## config.mk

```make
export PLATFORM = sky130hd
export DESIGN_NAME = irq_countdown_timer
export DESIGN_NICKNAME = d
export VERILOG_FILES = /design/src/rtl/tmr_pkg.sv /design/src/rtl/tmr_prescaler.sv /design/src/rtl/tmr_down_counter.sv /design/src/rtl/irq_countdown_timer.sv
export SDC_FILE = /design/constraint.sdc
export NUM_CORES = 1
export LEC_CHECK = 0
export BUFFER_PORTS_ARGS = -buffer_cell sky130_fd_sc_hd__buf_2
export CORE_ASPECT_RATIO = 1.4
export CORE_UTILIZATION = 58
export CTS_BUF_LIST = sky130_fd_sc_hd__clkbuf_16
export DETAILED_ROUTE_END_ITERATION = 16
export PLACE_DENSITY = 0.89
export SLEW_MARGIN = 30
export SYNTH_ARGS = -nofsm -noshare
export SYNTH_HDL_FRONTEND = slang
export SYNTH_SLANG_ARGS = --single-unit
```

## constraint.sdc

```tcl
create_clock -name clk -period 3.3 [get_ports clk]
set_input_delay 0.495 -clock clk [delete_from_list [all_inputs] [get_ports clk]]
set_output_delay 0.495 -clock clk [all_outputs]
set_load 0.02 [all_outputs]
```

## src/rtl/tmr_pkg.sv

```systemverilog
package tmr_pkg;
  localparam logic [11:0] OFS_ENTRY = 12'h320;
  localparam logic [11:0] OFS_START = 12'h380;
  localparam logic [11:0] OFS_RUN   = 12'h390;
  localparam logic [11:0] OFS_RATIO = 12'h3E0;
  localparam int ENT_MASK_BIT = 16;
  localparam int ENT_PER_BIT  = 17;

  typedef struct packed {
    logic       periodic;
    logic       masked;
    logic [7:0] vector;
  } entry_t;

  function automatic logic [2:0] ratio_code(input logic [3:0] r);
    return {r[3], r[1], r[0]};
  endfunction
endpackage

```

## src/rtl/tmr_prescaler.sv

```systemverilog
module tmr_prescaler #(
  parameter int PRE_W = 7
) (
  input  logic       clk,
  input  logic       rst,
  input  logic       restart,
  input  logic [2:0] code,
  output logic       tick
);
  logic [PRE_W-1:0] pcnt;
  logic [PRE_W-1:0] sel_mask;

  always_comb begin
    sel_mask = '0;
    for (int b = 0; b < PRE_W; b++)
      if (b <= int'(code)) sel_mask[b] = 1'b1;
  end

  always_comb begin
    if (code == 3'b111) tick = 1'b1;
    else                tick = ((pcnt & sel_mask) == sel_mask);
  end

  always_ff @(posedge clk) begin
    if (rst || restart) pcnt <= '0;
    else                pcnt <= pcnt + 1'b1;
  end
endmodule

```

## src/rtl/tmr_down_counter.sv

```systemverilog
module tmr_down_counter #(
  parameter int CW = 32
) (
  input  logic          clk,
  input  logic          rst,
  input  logic          load,
  input  logic [CW-1:0] load_val,
  input  logic          tick,
  input  logic          periodic,
  input  logic [CW-1:0] reload_val,
  output logic [CW-1:0] count,
  output logic          expire
);
  logic at_one;
  assign at_one = (count == CW'(1));
  assign expire = tick && at_one && !load;

  always_ff @(posedge clk) begin
    if (rst) count <= '0;
    else if (load) count <= load_val;
    else if (tick && count != '0) begin
      if (at_one) count <= periodic ? reload_val : '0;
      else        count <= count - 1'b1;
    end
  end
endmodule

```

## src/rtl/irq_countdown_timer.sv

```systemverilog
module irq_countdown_timer
  import tmr_pkg::*;
#(
  parameter int ADDR_W  = 12,
  parameter int DATA_W  = 32,
  parameter int COUNT_W = 32
) (
  input  logic              clk,
  input  logic              rst,
  input  logic              bus_wr,
  input  logic              bus_rd,
  input  logic [ADDR_W-1:0] bus_addr,
  input  logic [DATA_W-1:0] bus_wdata,
  output logic [DATA_W-1:0] bus_rdata,
  output logic              irq_pulse,
  output logic [7:0]        irq_vector
);
  localparam int PRE_W = 7;

  entry_t             entry_q;
  logic [COUNT_W-1:0] start_q;
  logic [3:0]         ratio_q;
  logic [COUNT_W-1:0] run_count;
  logic               wr_start, tick, expire;
  logic [DATA_W-1:0]  rd_word;

  assign wr_start = bus_wr && (bus_addr == ADDR_W'(OFS_START));

  always_ff @(posedge clk) begin
    if (rst) begin
      entry_q <= '{periodic: 1'b0, masked: 1'b1, vector: 8'h00};
      start_q <= '0;
      ratio_q <= '0;
    end else if (bus_wr) begin
      if (bus_addr == ADDR_W'(OFS_ENTRY)) begin
        entry_q.periodic <= bus_wdata[ENT_PER_BIT];
        entry_q.masked   <= bus_wdata[ENT_MASK_BIT];
        entry_q.vector   <= bus_wdata[7:0];
      end
      if (wr_start) start_q <= bus_wdata[COUNT_W-1:0];
      if (bus_addr == ADDR_W'(OFS_RATIO))
        ratio_q <= {bus_wdata[3], 1'b0, bus_wdata[1:0]};
    end
  end

  tmr_prescaler #(.PRE_W(PRE_W)) u_pre (
    .clk(clk), .rst(rst), .restart(wr_start),
    .code(ratio_code(ratio_q)), .tick(tick)
  );

  tmr_down_counter #(.CW(COUNT_W)) u_cnt (
    .clk(clk), .rst(rst), .load(wr_start), .load_val(bus_wdata[COUNT_W-1:0]),
    .tick(tick), .periodic(entry_q.periodic), .reload_val(start_q),
    .count(run_count), .expire(expire)
  );

  always_comb begin
    rd_word = '0;
    if (bus_addr == ADDR_W'(OFS_ENTRY)) begin
      rd_word[ENT_PER_BIT]  = entry_q.periodic;
      rd_word[ENT_MASK_BIT] = entry_q.masked;
      rd_word[7:0]          = entry_q.vector;
    end else if (bus_addr == ADDR_W'(OFS_START)) rd_word = DATA_W'(start_q);
    else if (bus_addr == ADDR_W'(OFS_RUN))       rd_word = DATA_W'(run_count);
    else if (bus_addr == ADDR_W'(OFS_RATIO))     rd_word = DATA_W'(ratio_q);
  end

  always_ff @(posedge clk) begin
    if (rst) begin
      bus_rdata  <= '0;
      irq_pulse  <= 1'b0;
      irq_vector <= '0;
    end else begin
      if (bus_rd) bus_rdata <= rd_word;
      irq_pulse  <= expire && !entry_q.masked;
      irq_vector <= (expire && !entry_q.masked) ? entry_q.vector : 8'h00;
    end
  end
endmodule

```

==> run summary, run 1 <==
Outcome - finished clean
Filler cells - 842
ANT cells - 0
Initial antenna violation count - 0
Met3 Track Usage GR - 6.22%
Final slew viol count - 0
Endpoints failing setup - 0
Final core utilization - 71.3%
Most used DFF post-synth - dfxtp_1
Vias - 6620
Adder and majority cell fraction of the synthesized area - 0.783%
CP max stage cell - or4_4
Number of CTS-inserted buffers - 17
WP buf/inv - 1
Mean post-synth cell area - 8.21 µm²
Post-synthesis cell area - 0.00639 mm²
Routed WL - 19.1 mm
H-tree depth - 4
FMAX - 0.323 GHz
P per Cell Area - 909 mW/mm²
FP Rows - 45
IO buf count - 88
Die Ht - 126 µm
Reg2reg setup slack - 200 ps
Simple-gate share of the synthesized area - 26.3%
Design area - 0.00771 mm²
Largest cells by area after synthesis - dfxtp_1 (39%), a21oi_1 (7.0%), nand2_1 (6.6%)
FF-to-FF path depth - 7
Worst Setup SP - u_cnt.count[11]
Post-synth ARST share - 0%
Area grow syn2layout - 20.6%
Final #Nets - 916
Endpoints failing hold - 0
Clock skew - 9.71 ps
Gr busiest metal - met2
GRT Total Usage - 33.9%
Detail Route Antenna Nets - 0
Power Total - 7010 µW
Placed Area - 0.00707 mm²
Leakage - 0.00293 µW
Die X - 90.7 µm
DR WL/cell - 18.8 µm
RSZ-0062 raised after global routing - no
Crit-path cells - or4_4 > or4_4 > o31ai_2 > buf_4 > nor4_1 > a221oi_1 > o21bai_1
Synth Warn # - 0
Pin count of the biggest net entering global routing - 65
Clock-pin slew on the worst setup and hold paths - 60 ps
Root buffer cell - clkbuf_16
Cts-stage hold buffer count - 0
Syn_nets - 831
First-pass GRT wire length - 31.0 mm
Grt met1 use - 38.8%
Mux cell area share after synthesis - 5.81%
Via-to-Cell Ratio - 6.50
Placeable Area - 0.0108 mm²
CP Class - register to register
Period utilization - 93.9%
GPL Wtd Cong - 1.03
Detailed Route Iter0 Violations - 649
Max FO, Critical Path - 16
Largest family of logic cells by synthesized area - simple AND/OR/NAND/NOR gates
Worst R2R Start - u_cnt.count[11]
Area leader, netlist - dfxtp_1
M2 GR Usage - 58.1%
Overflow after GRT - 0
I/O Pins - 89
EDFF count, synth - 0
Initial Util - 59.1%
Synthesized netlist cell count - 779
Cell depth of the worst setup path - 7
HPWL Detailed - 12.8 mm
# clock sinks - 125
Crit-path max cell delay - 630 ps
Number of global-route vias before repair - 6327
Max-cap violations - 0
WP data required - 3600 ps
CTS tree - done
Family with the most delay on the worst path - simple AND/OR/NAND/NOR gates
Longest Clk Path Bufs - 2
Setup TNS - 0 ps
CP endpoint - u_cnt.count[17]
Critical Path Sink Type - register
Xor/xnor cell area share of the yosys netlist - 0.822%
Crit-path most repeated cell - or4_4
Register area share after synthesis - 39.1%
Worst Tran Pin Value - 967 ps
Worst VDD drop - 0.488 mV
Synth Register Bits - 125
Skew-Pair Late Insertion Delay - 420 ps
Die area - 0.0115 mm²
Remaining DRCs - 0
Worst endpoint data arrival time - 3390 ps
Max-slew headroom - 35.3%
Drt pass-1 iters - 6
Layout cells sized above 1 - 24.7%
Post-CTS sizing - 0
Compound-Gate Fraction of Synth Area - 22.6%
Netlist cell types - 67
Crit path launch type - register
Min cycle time layout - 3100 ps
HP Class - primary input to register
Reg2reg end - u_cnt.count[17]
Yosys top cell area share - 39.1%
Postcts setup bufs - 0
-- registers in the layout, summed over array words and instances, names as in the netlist --
name,count
irq_vector,8
entry_q,10
u_pre.pcnt,7
irq_pulse,1
u_cnt.count,32
bus_rdata,32
start_q,32
ratio_q,3
-- worst min path at each step --
stage,end,slack (ps),cells after the start,startpoint
2_1_floorplan,start_q[3],440,2,start_q[3]
3_3_place_gp,start_q[3],450,2,start_q[3]
3_5_place_dp,bus_rdata[9],460,2,bus_rdata[9]
4_1_cts,start_q[20],320,3,bus_wdata[20]
5_1_grt,start_q[18],330,3,bus_wdata[18]
6_report,start_q[20],330,3,bus_wdata[20]
-- logic make-up (layout without fill, tap and decap cells) --
family	Yosys count	count (layout)
DFF	125	125
buffers and inverters	67	165
adders and majority gates	4	4
xor gates and xnor gates	6	6
and+or+nand+nor	324	324
muxes	33	33
AOI/OAI and AO/OA	220	220
-- layout make-up --
class                   count  area, µm²  area share (%)
multi-input cells         587       3630            47.1
flip-flops and latches    125       2500            32.5
repair buffers            127        752            9.75
clock buffers              17        425            5.52
clock inverters            15        203            2.63
well taps                 141        176            2.29
inverters                   6       22.5           0.292
-- cell usage in the layout, fill, tap and decap left out, types with 5 or more instances in the layout --
cell type and instances:
nor2_1 34, and2_1 11, buf_2 87, a21oi_1 90, o211ai_1 9, a211oi_1 12
nor3_1 16, a32o_1 6, o31ai_1 5, buf_4 38, nor4_1 14, inv_1 6
and3_1 7, or4_1 11, mux2_2 33, nand2b_1 27, clkbuf_16 17, dfxtp_1 125
nand3_1 56, o21ai_0 21, nand2_1 112, bufinv_16 5, a22o_1 9, a31oi_1 9
a211o_1 5, a22oi_1 11
-- synthesized netlist by cell type, types with 5 or more instances --
master,instances
and2_1,11
a21oi_1,90
nand3_1,56
nor3_1,16
dfxtp_1,125
o31ai_1,6
o21ai_0,21
nand2_1,112
a22oi_1,11
or4_1,11
a22o_1,9
buf_2,6
nor4_1,16
a32o_1,6
nand2b_1,27
nor2_1,35
o211ai_1,9
a31oi_1,9
a211oi_1,12
inv_1,5
mux2_2,33
clkbuf_1,50
and3_1,7
a211o_1,5
-- per-layer routing --
| layer | share of wire, % | vias to the layer above |
|---|---|---|
| li1 | - | 3027 |
| met1 | 38 | 3075 |
| met5 | 0 | - |
| met3 | 7.6 | 91 |
| met2 | 50 | 427 |
| met4 | 4.9 | 0 |
-- through the flow --
stage,instances,setup slack [ps],hold slack (ps)
2_1_floorplan,779,582,438
3_3_place_gp,985,289,450
3_5_place_dp,985,188,455
4_1_cts,1017,159,319
5_1_grt,1018,89.8,327
6_report,1018,203,328
-- report_power, final --
| group | leakage, µW | switching, µW | internal (µW) |
|---|---|---|---|
| sequential | 0.00101 | 247 | 1670 |
| clock | 0.000302 | 673 | 1320 |
| combinational | 0.00162 | 1800 | 1300 |
| total | 0.00293 | 2720 | 4290 |
-- tightest hold or removal path, delay by kind of cell --
family / cells / cell delay (ps)
AO/OA/AOI/OAI: 1 / 50
buffers and inverters: 1 / 110
AND/OR/NAND/NOR: 1 / 50
Power figures use the tool's default switching activity.
==> run 2: changes to the inputs <==
Settings changed: CORE_MARGIN set to 2, CORE_UTILIZATION 58 to 55, GPL_ROUTABILITY_DRIVEN set to 0, PLACE_DENSITY 0.89 to 0.86.
==> run summary, run 2 (synthesis results as in run 1) <==
Outcome - finished clean (unchanged)
Placeable Area - 0.0113 mm² (was 0.0108 mm²)
Final #Nets - 916 (unchanged)
Crit-path cells - or4_4 > or4_4 > or4_4 > a21oi_4 > buf_4 > o21ai_0 > a31oi_1 (was or4_4 > or4_4 > o31ai_2 > buf_4 > nor4_1 > a221oi_1 > o21bai_1)
H-tree depth - 4 (unchanged)
Max-cap violations - 0 (unchanged)
Die Ht - 132 µm (was 126 µm)
Worst R2R Start - u_cnt.count[11] (unchanged)
CTS tree - done (unchanged)
I/O Pins - 89 (unchanged)
FP Rows - 46 (was 45)
HP Class - primary input to register (unchanged)
Crit path launch type - register (unchanged)
Worst VDD drop - 0.487 mV (was 0.488 mV)
Detailed Route Iter0 Violations - 726 (was 649)
Crit-path max cell delay - 630 ps (about the same)
Endpoints failing setup - 0 (unchanged)
Crit-path most repeated cell - or4_4 (unchanged)
Clock-pin slew on the worst setup and hold paths - 60 ps (about the same)
Multi-input gate area - 0.00363 mm² (unchanged)
Placed Area - 0.00708 mm² (was 0.00707 mm²)
CP max stage cell - or4_4 (unchanged)
Reg2reg setup slack - 200 ps (about the same)
Register Area - 0.00250 mm² (unchanged)
Worst Tran Pin Value - 877 ps (was 967 ps)
Layout cells sized above 1 - 24.6% (was 24.7%)
RSZ-0062 raised after global routing - no (unchanged)
Number of CTS-inserted buffers - 17 (unchanged)
FF-to-FF path depth - 7 (unchanged)
Die X - 95.1 µm (was 90.7 µm)
Setup WS pre-CTS - 273 ps (was 188 ps)
Vias - 6539 (was 6620)
Period utilization - 94.1% (was 93.9%)
Area grow syn2layout - 20.6% (unchanged)
Max FO, Critical Path - 12 (was 16)
Postcts setup bufs - 0 (unchanged)
Endpoints failing hold - 0 (unchanged)
Via-to-Cell Ratio - 6.40 (was 6.50)
ANT cells - 0 (unchanged)
Critical Path Sink Type - register (unchanged)
Worst endpoint data arrival time - 3460 ps (was 3390 ps)
Cts-stage hold buffer count - 0 (unchanged)
Post-CTS sizing - 0 (unchanged)
FMAX - 0.322 GHz (was 0.323 GHz)
Pin count of the biggest net entering global routing - 65 (unchanged)
Filler cells - 883 (was 842)
GRT Total Usage - 30.6% (was 33.9%)
Drt pass-1 iters - 7 (was 6)
DR WL/cell - 18.3 µm (was 18.8 µm)
WHS Endpoint - start_q[30] (was start_q[20])
Die area - 0.0125 mm² (was 0.0115 mm²)
Initial Util - 56.4% (was 59.1%)
Design area - 0.00771 mm² (unchanged)
Overflow after GRT - 0 (unchanged)
Initial antenna violation count - 0 (unchanged)
Leakage - 0.00293 µW (about the same)
Final slew viol count - 0 (unchanged)
First-pass GRT wire length - 30.6 mm (was 31.0 mm)
P per Cell Area - 899 mW/mm² (was 909 mW/mm²)
Most frequent cells in the layout - dfxtp_1 (125), nand2_1 (112), a21oi_1 (90), buf_2 (87), nand3_1 (56) (unchanged)
Skew-Pair Late Insertion Delay - 430 ps (was 420 ps)
Worst hold stages - 3 (unchanged)
Max-slew headroom - 41.3% (was 35.3%)
Setup TNS - 0 ps (unchanged)
Reg2reg end - u_cnt.count[31] (was u_cnt.count[17])
Hold_sp - bus_wdata[30] (was bus_wdata[20])
Most common cell after layout, fill and taps aside - dfxtp_1 (unchanged)
CP Class - register to register (unchanged)
Number of global-route vias before repair - 6074 (was 6327)
Final core utilization - 68.0% (was 71.3%)
Setup WS post-layout - 196 ps (was 203 ps)
Root buffer cell - clkbuf_16 (unchanged)
Detail Route Antenna Nets - 0 (unchanged)
Remaining DRCs - 0 (unchanged)
IO buf count - 88 (unchanged)
WP data required - 3660 ps (was 3600 ps)
Clock skew - 7.51 ps (was 9.71 ps)
Min cycle time layout - 3100 ps (about the same)
Longest Clk Path Bufs - 2 (unchanged)
Routed WL - 18.7 mm (was 19.1 mm)
HPWL Detailed - 12.8 mm (about the same)
# clock sinks - 125 (unchanged)
Top flop regs - bus_rdata: 32 flops, start_q: 32 flops, u_cnt.count: 32 flops (unchanged)
## run 2: cell count changes in the layout (fill, tap and decap cells not counted)
cell        before  now
buf_6            1    0
clkinvlp_4       3    2
buf_4           38   39
clkinv_1         4    5
clkinv_4         0    1
clkinv_2         3    2
## run 2: worst max-delay path by stage
stage,from,end,depth (start not counted)
after detailed placement,u_cnt.count[11],u_cnt.count[31],7
after global routing,u_cnt.count[11],u_cnt.count[29],7
after floorplan,u_cnt.count[0],u_cnt.count[18],9
after CTS,u_cnt.count[11],u_cnt.count[31],7
final,u_cnt.count[11],u_cnt.count[31],7
after global placement,u_cnt.count[11],u_cnt.count[31],7
## run 2: metrics by stage
step,power (µW),cells,hold WS [ps]
floorplan,4110,779,438
global placement,4780,989,449
detailed placement,4810,989,457
CTS,6840,1021,317
global route,7290,1021,325
finish,6930,1021,319
## run 2: layout make-up
class                   instances  share of cell area [%]
clock inverters                15                    2.63
inverters                       6                   0.292
well taps                     144                    2.34
repair buffers                127                    9.71
multi-input cells             587                    47.1
flip-flops and latches        125                    32.5
clock buffers                  17                    5.52
## run 2: where the power goes
| part | switching (µW) | internal, µW |
|---|---|---|
| sequential | 239 | 1670 |
| clock | 682 | 1320 |
| combinational | 1770 | 1250 |
## run 2: metal layers
layer  track usage [%]  share of wire, %  up-vias
met5                 0                 0        -
met4              14.3               3.8        0
met3              7.63               8.2       72
met2              50.4                50      388
met1              36.6                38     3052
li1                  -                 -     3027
## run 2: worst max-delay path: cells and delay by family (launching register included)
family          cells  cell delay, ps
simple gates        3            1810
flops               1             380
buf+inv             1             250
compound gates      3             600
